File: src/rtl/i2c_code_pkg.sv
package i2c_code_pkg;
    localparam int BAUD_M_W = 4;
    localparam int BAUD_N_W = 3;
    localparam int SLOT_W   = 4;
    localparam int BIT_W    = 4;

    localparam logic [SLOT_W-1:0] SLOT_EDGE   = 4'd0;
    localparam logic [SLOT_W-1:0] SLOT_SETUP  = 4'd2;
    localparam logic [SLOT_W-1:0] SLOT_MID    = 4'd5;
    localparam logic [SLOT_W-1:0] SLOT_SAMPLE = 4'd7;
    localparam logic [SLOT_W-1:0] SLOT_LAST   = 4'd9;
    localparam logic [BIT_W-1:0]  ACK_BIT     = 4'd8;

    localparam logic [4:0] OFS_DATA   = 5'h04;
    localparam logic [4:0] OFS_CTRL   = 5'h08;
    localparam logic [4:0] OFS_STBAUD = 5'h0C;
    localparam logic [4:0] OFS_SRST   = 5'h1C;

    localparam int CB_ACK   = 2;
    localparam int CB_FLAG  = 3;
    localparam int CB_STOP  = 4;
    localparam int CB_START = 5;
    localparam int CB_EN    = 6;
    localparam int CB_IE    = 7;

    localparam logic [7:0] SC_START    = 8'h08;
    localparam logic [7:0] SC_RESTART  = 8'h10;
    localparam logic [7:0] SC_WA_ACK   = 8'h18;
    localparam logic [7:0] SC_WA_NACK  = 8'h20;
    localparam logic [7:0] SC_WD_ACK   = 8'h28;
    localparam logic [7:0] SC_WD_NACK  = 8'h30;
    localparam logic [7:0] SC_LOST     = 8'h38;
    localparam logic [7:0] SC_RA_ACK   = 8'h40;
    localparam logic [7:0] SC_RA_NACK  = 8'h48;
    localparam logic [7:0] SC_RD_ACK   = 8'h50;
    localparam logic [7:0] SC_RD_NACK  = 8'h58;
    localparam logic [7:0] SC_IDLE     = 8'hF8;

    typedef enum logic [2:0] {
        ST_IDLE,
        ST_START,
        ST_BYTE,
        ST_STOP,
        ST_HOLD
    } seq_state_t;
endpackage

File: src/rtl/i2c_code_tick.sv
module i2c_code_tick #(
    parameter int M_W = 4,
    parameter int N_W = 3
) (
    input  logic           clk,
    input  logic           rst_n,
    input  logic           clr,
    input  logic [M_W-1:0] div_m,
    input  logic [N_W-1:0] div_n,
    output logic           tick
);
    localparam int CW = M_W + (1 << N_W);

    logic [CW-1:0] cnt_q;
    logic [CW-1:0] limit;

    assign limit = (CW'(div_m) + CW'(1)) << div_n;
    assign tick  = (cnt_q >= limit - CW'(1));

    always_ff @(posedge clk or negedge rst_n) begin
        if (!rst_n)
            cnt_q <= '0;
        else if (clr || tick)
            cnt_q <= '0;
        else
            cnt_q <= cnt_q + CW'(1);
    end

    assert_tick_gap_R12: assert property (@(posedge clk) disable iff (!rst_n)
        (tick && !clr && limit > CW'(1)) |=> (!tick || limit != $past(limit)));
endmodule

File: src/rtl/i2c_code_seq.sv
module i2c_code_seq
    import i2c_code_pkg::*;
(
    input  logic       clk,
    input  logic       rst_n,
    input  logic       soft_rst,
    input  logic       tick,
    input  logic       launch,
    input  logic       want_start,
    input  logic       want_stop,
    input  logic       ack_en,
    input  logic       data_we,
    input  logic [7:0] data_wdata,
    input  logic       sda_in,
    output logic       scl_low,
    output logic       sda_low,
    output logic       done,
    output logic       busy,
    output logic [7:0] status,
    output logic [7:0] byte_q
);
    seq_state_t        state_q, state_d;
    logic [SLOT_W-1:0] slot_q;
    logic [BIT_W-1:0]  bit_q;
    logic [7:0]        sh_q;
    logic              in_txn, addr_next, rd_mode, pend_q, got_ack;
    logic              xmit, lose;

    assign busy = (state_q == ST_START) || (state_q == ST_BYTE) || (state_q == ST_STOP);
    assign xmit = addr_next || !rd_mode;
    assign lose = xmit && sh_q[7] && !sda_in;

    always_comb begin
        state_d = state_q;
        unique case (state_q)
            ST_IDLE, ST_HOLD: begin
                if (launch) begin
                    if (want_stop && in_txn)  state_d = ST_STOP;
                    else if (want_start)      state_d = ST_START;
                    else if (in_txn)          state_d = ST_BYTE;
                end
            end
            ST_START: if (tick && slot_q == SLOT_LAST) state_d = ST_HOLD;
            ST_BYTE: begin
                if (tick && slot_q == SLOT_SAMPLE && bit_q < ACK_BIT && lose)
                    state_d = ST_HOLD;
                else if (tick && slot_q == SLOT_LAST && bit_q == ACK_BIT)
                    state_d = ST_HOLD;
            end
            ST_STOP: if (tick && slot_q == SLOT_LAST) state_d = pend_q ? ST_START : ST_IDLE;
            default: state_d = ST_IDLE;
        endcase
        if (soft_rst) state_d = ST_IDLE;
    end

    always_ff @(posedge clk or negedge rst_n) begin
        if (!rst_n) state_q <= ST_IDLE;
        else        state_q <= state_d;
    end

    always_ff @(posedge clk or negedge rst_n) begin
        if (!rst_n) begin
            slot_q <= '0; bit_q <= '0; sh_q <= '0; byte_q <= '0;
            in_txn <= 1'b0; addr_next <= 1'b0; rd_mode <= 1'b0;
            pend_q <= 1'b0; got_ack <= 1'b0;
            scl_low <= 1'b0; sda_low <= 1'b0;
            status <= SC_IDLE; done <= 1'b0;
        end else begin
            done <= 1'b0;
            if (soft_rst) begin
                slot_q <= '0; in_txn <= 1'b0; addr_next <= 1'b0; pend_q <= 1'b0;
                scl_low <= 1'b0; sda_low <= 1'b0; status <= SC_IDLE;
            end else begin
                if (data_we) byte_q <= data_wdata;
                if (launch && !busy) begin
                    slot_q <= '0;
                    bit_q  <= '0;
                    sh_q   <= byte_q;
                    pend_q <= want_start && want_stop && in_txn;
                    if (addr_next) rd_mode <= byte_q[0];
                end else if (tick && busy) begin
                    slot_q <= (slot_q == SLOT_LAST) ? '0 : slot_q + 1'b1;
                    unique case (state_q)
                        ST_START: begin
                            if (slot_q == SLOT_EDGE)  sda_low <= 1'b0;
                            if (slot_q == SLOT_SETUP) scl_low <= 1'b0;
                            if (slot_q == SLOT_MID)   sda_low <= 1'b1;
                            if (slot_q == SLOT_LAST) begin
                                scl_low   <= 1'b1;
                                status    <= in_txn ? SC_RESTART : SC_START;
                                in_txn    <= 1'b1;
                                addr_next <= 1'b1;
                                done      <= 1'b1;
                            end
                        end
                        ST_BYTE: begin
                            if (slot_q == SLOT_SETUP)
                                sda_low <= (bit_q < ACK_BIT) ? (xmit && !sh_q[7]) : (!xmit && ack_en);
                            if (slot_q == SLOT_MID) scl_low <= 1'b0;
                            if (slot_q == SLOT_SAMPLE) begin
                                if (bit_q == ACK_BIT) begin
                                    got_ack <= !sda_in;
                                end else if (lose) begin
                                    sda_low   <= 1'b0;
                                    in_txn    <= 1'b0;
                                    addr_next <= 1'b0;
                                    status    <= SC_LOST;
                                    done      <= 1'b1;
                                end else begin
                                    sh_q <= {sh_q[6:0], sda_in};
                                end
                            end
                            if (slot_q == SLOT_LAST) begin
                                scl_low <= 1'b1;
                                if (bit_q == ACK_BIT) begin
                                    done      <= 1'b1;
                                    addr_next <= 1'b0;
                                    if (addr_next)
                                        status <= rd_mode ? (got_ack ? SC_RA_ACK : SC_RA_NACK)
                                                          : (got_ack ? SC_WA_ACK : SC_WA_NACK);
                                    else if (rd_mode) begin
                                        status <= ack_en ? SC_RD_ACK : SC_RD_NACK;
                                        byte_q <= sh_q;
                                    end else
                                        status <= got_ack ? SC_WD_ACK : SC_WD_NACK;
                                end else begin
                                    bit_q <= bit_q + 1'b1;
                                end
                            end
                        end
                        ST_STOP: begin
                            if (slot_q == SLOT_EDGE)  sda_low <= 1'b1;
                            if (slot_q == SLOT_SETUP) scl_low <= 1'b0;
                            if (slot_q == SLOT_MID)   sda_low <= 1'b0;
                            if (slot_q == SLOT_LAST) begin
                                in_txn    <= 1'b0;
                                addr_next <= 1'b0;
                                pend_q    <= 1'b0;
                                status    <= SC_IDLE;
                            end
                        end
                        default: ;
                    endcase
                end
            end
        end
    end

    assert_soft_reset_idle_R11: assert property (@(posedge clk) disable iff (!rst_n)
        soft_rst |=> (status == SC_IDLE && !scl_low && !sda_low && state_q == ST_IDLE));

    assert_hold_scl_low_R2: assert property (@(posedge clk) disable iff (!rst_n)
        (state_q == ST_HOLD && in_txn) |-> scl_low);

    assert_sda_steady_R4: assert property (@(posedge clk) disable iff (!rst_n)
        (state_q == ST_BYTE && $past(state_q) == ST_BYTE && !scl_low && !$past(scl_low))
        |-> $stable(sda_low));

    assert_stop_edge_R7: assert property (@(posedge clk) disable iff (!rst_n)
        (state_q == ST_STOP && $past(state_q) == ST_STOP && !sda_low && $past(sda_low))
        |-> !scl_low);

    assert_lost_release_R10: assert property (@(posedge clk) disable iff (!rst_n)
        (done && status == SC_LOST) |-> (!scl_low && !sda_low));
endmodule

File: src/rtl/i2c_code_master.sv
module i2c_code_master
    import i2c_code_pkg::*;
(
    input  logic       clk,
    input  logic       rst_n,
    input  logic [4:0] reg_addr,
    input  logic       reg_we,
    input  logic [7:0] reg_wdata,
    output logic [7:0] reg_rdata,
    output logic       irq,
    input  logic       sda_in,
    output logic       scl_drive_low,
    output logic       sda_drive_low
);
    logic                         ctl_ack, ctl_en, ctl_ie, flag_q;
    logic [BAUD_M_W+BAUD_N_W-1:0] baud_q;
    logic                         ctrl_we, data_we, baud_we, srst_we, launch;
    logic                         busy, seq_done, tick;
    logic [7:0]                   status, byte_q;

    assign ctrl_we = reg_we && reg_addr == OFS_CTRL;
    assign data_we = reg_we && reg_addr == OFS_DATA && !busy;
    assign baud_we = reg_we && reg_addr == OFS_STBAUD;
    assign srst_we = reg_we && reg_addr == OFS_SRST;
    assign launch  = ctrl_we && !busy && !reg_wdata[CB_FLAG] && reg_wdata[CB_EN];
    assign irq     = flag_q && ctl_ie;

    always_ff @(posedge clk or negedge rst_n) begin
        if (!rst_n) begin
            ctl_ack <= 1'b0; ctl_en <= 1'b0; ctl_ie <= 1'b0;
            flag_q  <= 1'b0; baud_q <= '0;
        end else begin
            if (srst_we)                                      flag_q <= 1'b0;
            else if (seq_done)                                flag_q <= 1'b1;
            else if (ctrl_we && !busy && !reg_wdata[CB_FLAG]) flag_q <= 1'b0;
            if (ctrl_we && !busy) begin
                ctl_ack <= reg_wdata[CB_ACK];
                ctl_en  <= reg_wdata[CB_EN];
                ctl_ie  <= reg_wdata[CB_IE];
            end
            if (baud_we) baud_q <= reg_wdata[BAUD_M_W+BAUD_N_W-1:0];
        end
    end

    always_comb begin
        unique case (reg_addr)
            OFS_DATA:   reg_rdata = byte_q;
            OFS_CTRL:   reg_rdata = {ctl_ie, ctl_en, 2'b00, flag_q, ctl_ack, 2'b00};
            OFS_STBAUD: reg_rdata = status;
            default:    reg_rdata = 8'h00;
        endcase
    end

    i2c_code_tick #(.M_W(BAUD_M_W), .N_W(BAUD_N_W)) u_tick (
        .clk   (clk),
        .rst_n (rst_n),
        .clr   (launch),
        .div_m (baud_q[BAUD_M_W+BAUD_N_W-1:BAUD_N_W]),
        .div_n (baud_q[BAUD_N_W-1:0]),
        .tick  (tick)
    );

    i2c_code_seq u_seq (
        .clk        (clk),
        .rst_n      (rst_n),
        .soft_rst   (srst_we),
        .tick       (tick),
        .launch     (launch),
        .want_start (reg_wdata[CB_START]),
        .want_stop  (reg_wdata[CB_STOP]),
        .ack_en     (ctl_ack),
        .data_we    (data_we),
        .data_wdata (reg_wdata),
        .sda_in     (sda_in),
        .scl_low    (scl_drive_low),
        .sda_low    (sda_drive_low),
        .done       (seq_done),
        .busy       (busy),
        .status     (status),
        .byte_q     (byte_q)
    );

    assert_flag_not_busy_R9: assert property (@(posedge clk) disable iff (!rst_n)
        flag_q |-> !busy);
endmodule

File: config.mk
export PLATFORM = sky130hd
export DESIGN_NAME = i2c_code_master
export DESIGN_NICKNAME = d
export VERILOG_FILES = /design/src/rtl/i2c_code_pkg.sv /design/src/rtl/i2c_code_tick.sv /design/src/rtl/i2c_code_seq.sv /design/src/rtl/i2c_code_master.sv
export SDC_FILE = /design/constraint.sdc
export NUM_CORES = 1
export LEC_CHECK = 0
export BUFFER_PORTS_ARGS = -buffer_cell sky130_fd_sc_hd__buf_2
export CAP_MARGIN = 25
export CORE_ASPECT_RATIO = 1.25
export CORE_MARGIN = 4
export CORE_UTILIZATION = 55
export CTS_CLUSTER_SIZE = 28
export DETAILED_ROUTE_END_ITERATION = 6
export PLACE_DENSITY = 0.83
export SYNTH_ARGS = -nofsm -noshare
export SYNTH_HDL_FRONTEND = slang
export SYNTH_SLANG_ARGS = --single-unit
File: constraint.sdc
create_clock -name clk -period 4.4 [get_ports clk]
set_clock_uncertainty 0.1 [all_clocks]
set_input_delay 0.22 -clock clk [delete_from_list [all_inputs] [get_ports clk]]
set_output_delay 0.22 -clock clk [all_outputs]
set_load 0.05 [all_outputs]
==> results of run 1 <==
[registers in the layout, summed over array words and instances (netlist names), 3 cells and up]
| signal | flops |
|---|---|
| baud_q | 7 |
| u_seq.state_q | 3 |
| u_seq.sh_q | 8 |
| u_tick.cnt_q | 12 |
| u_seq.slot_q | 4 |
| u_seq.byte_q | 8 |
| u_seq.bit_q | 4 |
| u_seq.status | 8 |
[cells in the mapped netlist (3+ instances only)]
library cell,number
o211ai_1,3
nor2_4,3
xor2_1,10
ha_1,20
mux2_2,12
clkbuf_1,8
o21a_1,3
inv_1,26
o22ai_1,19
nor2_1,67
nand2_1,37
mux2i_1,12
or2_1,3
a31oi_1,5
and3_1,11
nand3_1,12
o21ai_0,13
nor4_1,5
a21oi_1,30
nor2b_1,6
buf_2,12
o21ai_1,4
dfrtp_1,61
and2_1,3
nor3_1,10
a22oi_1,6
nand2b_1,8
dfstp_2,5
nand4_1,3
o32ai_1,3
xnor2_1,14
or3_1,3
a21o_1,3
[power by group through the flow]
stage          registers (mW)  clock network [mW]  logic [mW]
5_1_grt                 0.995               0.574        1.18
3_5_place_dp            0.975                   0       0.991
2_1_floorplan           0.913                   0       0.801
4_1_cts                 0.966               0.546        1.01
3_3_place_gp            0.969                   0       0.954
6_report                0.974               0.542        1.05
[per-stage QoR]
stage,instances,power [mW],hold slack (ns),cell area (um^2)
floorplan,491,1.714,-0.1756,4420
global placement,604,1.922,0.06806,4673
detailed placement,605,1.966,0.08625,4681
CTS,623,2.517,0.01394,4907
global route,623,2.745,0.02340,4975
finish,623,2.563,0.02832,4975
[cells by family after synthesis]
family                   Yosys count  synth area share [%]
AND/OR/NAND/NOR                  190                 22.19
AO/OA/AOI/OAI                    119                 19.25
flip-flops                        66                 37.50
buffers and inverters             46                 4.246
XOR/XNOR                          25                 5.123
multiplexers                      25                 6.029
adder cells (fa/ha/maj)           20                 5.661
[layer usage]
metal  GRT usage [%]  wire length, um
met3           4.345              509
met4           7.667              225
met5               0                0
met1           32.62             4614
met2           41.71             5565
[final cells by class]
class | instances | area [um^2]
fillers | 617 | 2863
multi-input cells | 379 | 2645
flip-flops and latches | 66 | 1658
repair buffers | 41 | 249.0
clock buffers | 9 | 123.9
well taps | 95 | 118.9
inverters | 26 | 97.59
clock inverters | 7 | 82.58
[final timing paths]
kind | start | endpoint | slack (ns) | depth (start not counted)
worst min register to register | u_seq.done | flag_q | 0.37 | 2
worst max register to register | baud_q[4] | u_seq.bit_q[1] | 0.23 | 17
worst min-delay path | reg_wdata[0] | baud_q[0] | 0.03 | 3
worst max-delay path | baud_q[4] | u_seq.bit_q[1] | 0.23 | 17
max in group asynchronous | rst_n | ctl_ack | 3.00 | 3
min in group asynchronous | rst_n | u_seq.state_q[0] | 0.23 | 2
[repair_timing]
item | CTS | global route
endpoints found under the setup margin | 0 | 31
resized for setup | 0 | 14
hold endpoints to repair | 18 | 0
hold buffers | 2 | 0
[worst max-delay path, delay by kind of cell, from the launching register on]
| family | cells | cell delay (ns) |
|---|---|---|
| and+or+nand+nor | 6 | 1.23 |
| AOI/OAI and AO/OA | 6 | 1.17 |
| adders and majority gates | 3 | 0.83 |
| DFF | 1 | 0.43 |
| buffers and inverters | 1 | 0.18 |
| xor gates and xnor gates | 1 | 0.12 |
==> impl_metrics.env, run 1 <==
export IMPL_grt_max_degree=50
export IMPL_maxCapViolations=0
export IMPL_synth_seq_cells=66
export IMPL_fin_util_pct=63.47
export IMPL_cts_setup_buffers=0
export IMPL_critPathMostFrequentCell="ha_1"
export IMPL_finalSetupViolations=0
export IMPL_end_kind="flop"
export IMPL_cts_clk_slew_worst_paths_ns=0.08
export IMPL_cp_slowest_stage_delay_ns=0.43
export IMPL_die_width_um=88.19
export IMPL_final_nets=560
export IMPL_grt_pass1_wl_um=18750
export IMPL_mostFrequentLayoutCell="nor2_1"
export IMPL_critPathLaunchType="flop"
export IMPL_antenna_cells=0
export IMPL_tns_ns=0
export IMPL_critPathMaxFanout=12
export IMPL_rows=36
export IMPL_ys_seq_area_share_pct=37.50
export IMPL_core_mm2=0.007838
export IMPL_cpMaxStageDelayCell="dfrtp_1"
export IMPL_ir_drop_uv=441.8
export IMPL_p_sw_mw=1.072
export IMPL_slew_headroom_pct=39.54
export IMPL_worstMarginPinSlew_ns=0.9068
export IMPL_ys_flop_type="dfrtp_1"
export IMPL_synth_top_area_cell="dfrtp_1"
export IMPL_p_sw_share_pct=41.83
export IMPL_cts_made_buffers=9
export IMPL_finalHoldViolCount=0
export IMPL_synthesis_nets=528
export IMPL_crit_type="flop to flop"
export IMPL_ys_types=74
export IMPL_power_density_mw_per_mm2=515.1
export IMPL_grt_ovfl_total=0
export IMPL_min_period_ns=4.166
export IMPL_cp_cell_sequence="ha_1, nand2b_1, o21ai_1, nand2_1, ha_2, o221ai_2, or2_1, a2111oi_4, xnor2_1, ha_1, and3_1, nand4_1, o31ai_4, o21ai_2, buf_6, or3_4, a31o_2"
export IMPL_post_route_period_util_pct=94.69
export IMPL_grt_util_all_layers_pct=24.89
export IMPL_max_freq_mhz=240.0
export IMPL_cts_sinks=66
export IMPL_drt_wl_total_um=10910
export IMPL_cp_arrival_ns=4.31
export IMPL_cts_tree="done"
export IMPL_ant_nets=0
export IMPL_vias=3877
export IMPL_slew_viol_final=0
export IMPL_ctsHtreeMaxLevel=3
export IMPL_io_pins=28
export IMPL_clk_latency_ns=0.35
export IMPL_viasPerCell=6.223
export IMPL_hp_class="input port to flop"
export IMPL_place_congestion=0.8966
export IMPL_grt_pass1_vias=3820
export IMPL_p_seq_share_pct=38.0
export IMPL_netlist_instances=491
export IMPL_layout_common_cells="nor2_1, dfrtp_1, nand2_1"
export IMPL_drc=0
export IMPL_start_util_pct=56.40
export IMPL_die_y_um=108.2
export IMPL_worstPathRequired_ns=4.55
export IMPL_yosys_warnings=0
export IMPL_port_buffers=27
export IMPL_p_int_mw=1.491
export IMPL_setup_slack_ns=0.2338
export IMPL_status="complete, no violations"
export IMPL_syn_cell_area_mm2=0.004420
export IMPL_place_ws_ns=0.1827
export IMPL_area_growth_pct=12.54
export IMPL_synth_edf_count=0
export IMPL_antenna_found_initial=0
export IMPL_synthTopCellsByArea="dfrtp_1, nor2_1, ha_1"
export IMPL_drive_gt1_share_pct=20.27
export IMPL_rsz0062_at_grt="no"
export IMPL_cts_root_buf="clkbuf_8"
export IMPL_die_area_mm2=0.009545
export IMPL_clk_path_buf_depth=2
export IMPL_synth_avg_cell_area_um2=9.003
export IMPL_place_detailed_hpwl_um=7838
export IMPL_firstDrtPassIters=5
export IMPL_yosysTopAreaCellShare_pct=34.53
export IMPL_combPwrFrac_pct=40.9
export IMPL_async_flop_share_pct=100.0
export IMPL_p_clk_share_pct=21.1
export IMPL_drtIter0Drc=247
export IMPL_wl_per_cell_um=17.52
export IMPL_power_leakage_nw=2.227
(Power assumes the default switching activity.)
==> run 2, diff against run 1 <==
--- a/config.mk
+++ b/config.mk
@@ -9,10 +9,11 @@
 export CAP_MARGIN = 25
 export CORE_ASPECT_RATIO = 1.25
 export CORE_MARGIN = 4
-export CORE_UTILIZATION = 55
+export CORE_UTILIZATION = 35
 export CTS_CLUSTER_SIZE = 28
 export DETAILED_ROUTE_END_ITERATION = 6
-export PLACE_DENSITY = 0.83
+export PLACE_DENSITY = 0.61
+export SKIP_LAST_GASP = 1
 export SYNTH_ARGS = -nofsm -noshare
 export SYNTH_HDL_FRONTEND = slang
 export SYNTH_SLANG_ARGS = --single-unit
==> run 2 against run 1 <==
  * Power grew 5.8%
  * Utilization fell by 22 points
  * Sequential share of layout area is 1.0 points lower
  * Worst hold slack better by 0.0074 ns
  * Worst setup slack improved by 0.0056 ns
  * Combinational power barely moved
  * Final area rose by 3.2%
  * Fmax grew 0.13%
  * Count of clock-buffer cells in the layout increased by 1
  * Sequential power shrank 0.4%
  * Clock power grew 30%
==> impl_metrics.env, run 2 (same netlist as run 1, synthesis figures left out) <==
export IMPL_final_nets=560
export IMPL_cts_made_buffers=9
export IMPL_cts_sinks=66
export IMPL_crit_type="flop to flop"
export IMPL_cp_arrival_ns=4.27
export IMPL_die_area_mm2=0.01450
export IMPL_p_seq_share_pct=35.8
export IMPL_slew_viol_final=0
export IMPL_ant_nets=0
export IMPL_core_mm2=0.01227
export IMPL_cts_tree="done"
export IMPL_cts_clk_slew_worst_paths_ns=0.06
export IMPL_cts_root_buf="clkbuf_16"
export IMPL_largest_reg_flops=12
export IMPL_setup_slack_ns=0.2394
export IMPL_finalHoldViolCount=0
export IMPL_vias=3716
export IMPL_p_sw_mw=1.046
export IMPL_min_period_ns=4.161
export IMPL_mostFrequentLayoutCell="nor2_1"
export IMPL_antenna_cells=0
export IMPL_worstSetupPathDepth=16
export IMPL_port_buffers=27
export IMPL_cpMaxStageDelayCell="dfrtp_1"
export IMPL_critPathLaunchType="flop"
export IMPL_maxCapViolations=0
export IMPL_combPwrFrac_pct=38.2
export IMPL_grt_ovfl_total=0
export IMPL_max_freq_mhz=240.3
export IMPL_die_width_um=108.5
export IMPL_regToRegSetupSlack_ns=0.24
export IMPL_timing_rr_end="u_seq.bit_q[1]"
export IMPL_ctsHtreeMaxLevel=3
export IMPL_crit_start="baud_q[4]"
export IMPL_power_density_mw_per_mm2=527.9
export IMPL_p_clk_share_pct=26.0
export IMPL_grt_pass1_vias=3776
export IMPL_antenna_found_initial=0
export IMPL_hp_class="input port to flop"
export IMPL_cp_cell_sequence="ha_4, nand2b_1, a31o_2, nand2b_1, o221ai_4, nor3_2, or3_1, and4_1, ha_1, and3_1, nand4_1, o31ai_2, o21ai_1, buf_4, or3_1, a31o_2"
export IMPL_design_area_mm2=0.005134
export IMPL_status="complete, no violations"
export IMPL_drt_wl_total_um=10900
export IMPL_start_util_pct=36.01
export IMPL_clk_latency_ns=0.33
export IMPL_rows=45
export IMPL_place_area_mm2=0.004767
export IMPL_place_congestion=0.8890
export IMPL_drc=0
export IMPL_rr_startpoint="baud_q[4]"
export IMPL_grt_max_degree=59
export IMPL_critical_path_top_delay_family="simple AND/OR/NAND/NOR gates"
export IMPL_viasPerCell=5.370
export IMPL_post_route_period_util_pct=94.56
export IMPL_p_int_mw=1.664
export IMPL_drive_gt1_share_pct=19.32
export IMPL_crit_path_end="u_seq.bit_q[1]"
export IMPL_cp_slowest_stage_delay_ns=0.44
export IMPL_layout_common_cells="nor2_1, dfrtp_1, nand2_1"
export IMPL_wl_per_cell_um=15.75
export IMPL_holdWs_ns=0.03570
export IMPL_finalSetupViolations=0
export IMPL_die_y_um=133.7
export IMPL_area_growth_pct=16.13
export IMPL_io_pins=28
export IMPL_p_sw_share_pct=38.59
export IMPL_fin_util_pct=41.82
export IMPL_firstDrtPassIters=5
export IMPL_power_leakage_nw=2.262
export IMPL_critPathMaxFanout=12
export IMPL_grt_util_all_layers_pct=15.68
export IMPL_worst_path_buf_inv=1
export IMPL_worstMarginPinSlew_ns=0.8686
export IMPL_drtIter0Drc=230
export IMPL_slew_headroom_pct=42.10
export IMPL_place_detailed_hpwl_um=8172
export IMPL_ir_drop_uv=213.0
export IMPL_end_kind="flop"
export IMPL_clk_path_buf_depth=2
export IMPL_reg2regPathDepth=16
export IMPL_place_ws_ns=0.2048
export IMPL_regMostFlops="u_tick.cnt_q"
export IMPL_grt_pass1_wl_um=18390
export IMPL_worstPathRequired_ns=4.51
## run 2: layer usage
metal | vias up | share of wire, % | track usage (%)
met4 | 0 | 1.8 | 5.544
met2 | 62 | 53 | 27.49
met5 | - | 0 | 0
li1 | 1837 | - | -
met1 | 1800 | 43 | 19.25
met3 | 17 | 2.4 | 2.424
## run 2: cell type report
| type | instances | area (um^2) |
|---|---|---|
| tap | 164 | 205.2 |
| inverter | 26 | 97.59 |
| multi-input combinational | 379 | 2635 |
| fill | 1233 | 7141 |
| sequential | 66 | 1658 |
| clock inverter | 6 | 66.31 |
| clock buffer | 10 | 229.0 |
| timing repair buffer | 41 | 242.7 |
## run 2: how the worst min path moves through the flow
stage / from / endpoint / slack (ns) / cells past startpoint
global route: sda_in / u_seq.got_ack / 0.04 / 2
global placement: rst_n / u_tick.cnt_q[9] / -0.01 / 1
CTS: sda_in / u_seq.got_ack / 0.03 / 2
finish: sda_in / u_seq.got_ack / 0.04 / 2
detailed placement: rst_n / u_tick.cnt_q[7] / -0.02 / 1
floorplan: rst_n / baud_q[0] / -0.18 / 0
## run 2: what timing repair did
action	CTS	global route
endpoints found under the hold margin	8	0
buffers inserted	0	1
resized for setup	0	8
setup endpoints to repair	0	26
hold buffers	1	0
## run 2: through the flow
step                total power [mW]  instances   TNS, ns
floorplan                      1.714        491         0
global placement               1.940        674         0
detailed placement             1.973        674         0
CTS                            2.693        691         0
global route                   2.906        692  -0.01619
finish                         2.710        692         0
## run 2: power by group through the flow
stage	Clock, mW	Combinational [mW]	Sequential (mW)
after CTS	0.725	1.00	0.967
final	0.704	1.04	0.970
after floorplan	0	0.801	0.913
after global routing	0.745	1.16	0.997
after global placement	0	0.971	0.969
after detailed placement	0	0.998	0.976
==> run 3, diff against run 2 <==
--- a/config.mk
+++ b/config.mk
@@ -9,10 +9,10 @@
 export CAP_MARGIN = 25
 export CORE_ASPECT_RATIO = 1.25
 export CORE_MARGIN = 4
-export CORE_UTILIZATION = 35
+export CORE_UTILIZATION = 60
 export CTS_CLUSTER_SIZE = 28
 export DETAILED_ROUTE_END_ITERATION = 6
-export PLACE_DENSITY = 0.61
+export PLACE_DENSITY = 0.89
 export SKIP_LAST_GASP = 1
 export SYNTH_ARGS = -nofsm -noshare
 export SYNTH_HDL_FRONTEND = slang
==> run 3 against run 2 <==
  * Worst setup slack got worse by 0.050 ns
  * Final area decreased by 3.4%
  * Wire length is 2.5% higher
  * Clock power down 24%
  * Via count up 8.6%
  * Sequential share of layout area up 1.1 points
  * Highest routed layer unchanged
  * Non-clock buffer count stayed put
  * Combinational power is essentially flat
==> impl_metrics.env, run 3 (same netlist as run 1, synthesis figures left out) <==
export IMPL_status="complete, no violations"
export IMPL_cts_tree="done"
export IMPL_die_width_um=84.77
export IMPL_firstDrtPassIters=5
export IMPL_place_area_mm2=0.004659
export IMPL_maxCapViolations=0
export IMPL_antenna_cells=0
export IMPL_worstPathRequired_ns=4.54
export IMPL_wl_per_cell_um=18.08
export IMPL_clk_latency_ns=0.35
export IMPL_design_area_mm2=0.004960
export IMPL_drive_gt1_share_pct=19.89
export IMPL_setup_slack_ns=0.1896
export IMPL_min_period_ns=4.210
export IMPL_crit_path_end="u_seq.bit_q[1]"
export IMPL_ctsHtreeMaxLevel=3
export IMPL_finalHoldViolCount=0
export IMPL_regMostFlops="u_tick.cnt_q"
export IMPL_rows=34
export IMPL_layout_common_cells="nor2_1, dfrtp_1, nand2_1"
export IMPL_slew_viol_final=0
export IMPL_fin_util_pct=70.23
export IMPL_place_ws_ns=0.1123
export IMPL_port_buffers=27
export IMPL_power_density_mw_per_mm2=517.0
export IMPL_timing_rr_end="u_seq.bit_q[1]"
export IMPL_antenna_found_initial=0
export IMPL_final_nets=560
export IMPL_tns_ns=0
export IMPL_worstMarginPinSlew_ns=0.8429
export IMPL_die_area_mm2=0.008813
export IMPL_post_route_period_util_pct=95.69
export IMPL_largest_reg_flops=12
export IMPL_placedCellCount=598
export IMPL_cts_made_buffers=9
export IMPL_vias=4036
export IMPL_reg2regPathDepth=16
export IMPL_clk_path_buf_depth=2
export IMPL_critPathMaxFanout=12
export IMPL_place_detailed_hpwl_um=7945
export IMPL_crit_type="flop to flop"
export IMPL_io_pins=28
export IMPL_drt_wl_total_um=11180
export IMPL_viasPerCell=6.531
export IMPL_max_freq_mhz=237.5
export IMPL_core_mm2=0.007062
export IMPL_drtIter0Drc=320
export IMPL_start_util_pct=62.60
export IMPL_rr_startpoint="baud_q[4]"
export IMPL_nFillCells=498
export IMPL_slew_headroom_pct=43.81
export IMPL_critPathLaunchType="flop"
export IMPL_area_growth_pct=12.20
export IMPL_end_kind="flop"
export IMPL_place_congestion=0.9371
export IMPL_mostFrequentLayoutCell="nor2_1"
export IMPL_grt_max_degree=67
export IMPL_die_y_um=104.0
export IMPL_crit_start="baud_q[4]"
export IMPL_regToRegSetupSlack_ns=0.19
export IMPL_ant_nets=0
export IMPL_grt_pass1_vias=3997
export IMPL_ir_drop_uv=391.9
export IMPL_grt_pass1_wl_um=18690
export IMPL_layoutNonFillerInstCount=618
export IMPL_drc=0
export IMPL_grt_util_all_layers_pct=25.55
export IMPL_finalSetupViolations=0
export IMPL_cts_clk_slew_worst_paths_ns=0.08
export IMPL_cp_arrival_ns=4.35
export IMPL_grt_ovfl_total=0
export IMPL_cts_sinks=66
export IMPL_hp_class="input port to flop"
export IMPL_cts_root_buf="clkbuf_8"
export IMPL_power_leakage_nw=2.224
## run 3: stage by stage
| step | hold slack, ns | total power [mW] |
|---|---|---|
| finish | 0.008367 | 2.564 |
| global route | 0.01343 | 2.733 |
| CTS | 0.003018 | 2.494 |
| detailed placement | 0.3461 | 1.958 |
| global placement | 0.3360 | 1.900 |
| floorplan | -0.1756 | 1.714 |
## run 3: how the worst min path moves through the flow
stage | startpoint | end | cells after the start
CTS | sda_in | u_seq.got_ack | 2
global placement | rst_n | u_tick.cnt_q[10] | 2
global route | sda_in | u_seq.got_ack | 2
finish | sda_in | u_seq.got_ack | 2
floorplan | rst_n | baud_q[0] | 0
detailed placement | rst_n | u_tick.cnt_q[10] | 2
## run 3: worst max-delay path: stages, from the launching register on
cell and delay [ns]:
dfrtp_1 0.43, ha_2 0.36, nand2b_1 0.07, a31o_2 0.26, nand2b_1 0.15, o221ai_2 0.22
nor3_2 0.10, or3_1 0.36, and4_1 0.18, ha_1 0.26, and3_1 0.17, nand4_1 0.15
o31ai_4 0.30, o21ai_1 0.12, buf_4 0.21, or3_4 0.41, a31o_2 0.25
## run 3: timing repair
action,CTS,global route
hold buffers,1,0
endpoints found under the setup margin,0,24
buffers inserted,0,3
hold endpoints to repair,61,0
resized for setup,0,11
## run 3: cell type report
cell class              instances  area (um^2)  area share, %
inverters                      26        97.59          1.968
flip-flops and latches         66         1658          33.43
well taps                      90        112.6          2.270
repair buffers                 41        242.7          4.894
clock buffers                   9        123.9          2.497
multi-input cells             379         2643          53.28
clock inverters                 7        82.58          1.665
## run 3: power by group
| part | switching [mW] | leakage, nW | total [mW] | internal [mW] |
|---|---|---|---|---|
| clock network | 0.263 | 0.0988 | 0.535 | 0.271 |
| registers | 0.214 | 0.814 | 0.981 | 0.766 |
| logic | 0.592 | 1.31 | 1.05 | 0.457 |
| total | 1.07 | 2.22 | 2.56 | 1.49 |
## run 3: per-layer routing
metal | part of all wire [%] | up-vias | routed length, um | track usage (%)
li1 | - | 1847 | - | -
met4 | 3.5 | 0 | 386 | 11.31
met3 | 6.1 | 44 | 681 | 5.705
met1 | 40 | 1963 | 4422 | 31.25
met5 | 0 | - | 0 | 0
met2 | 51 | 182 | 5685 | 42.72
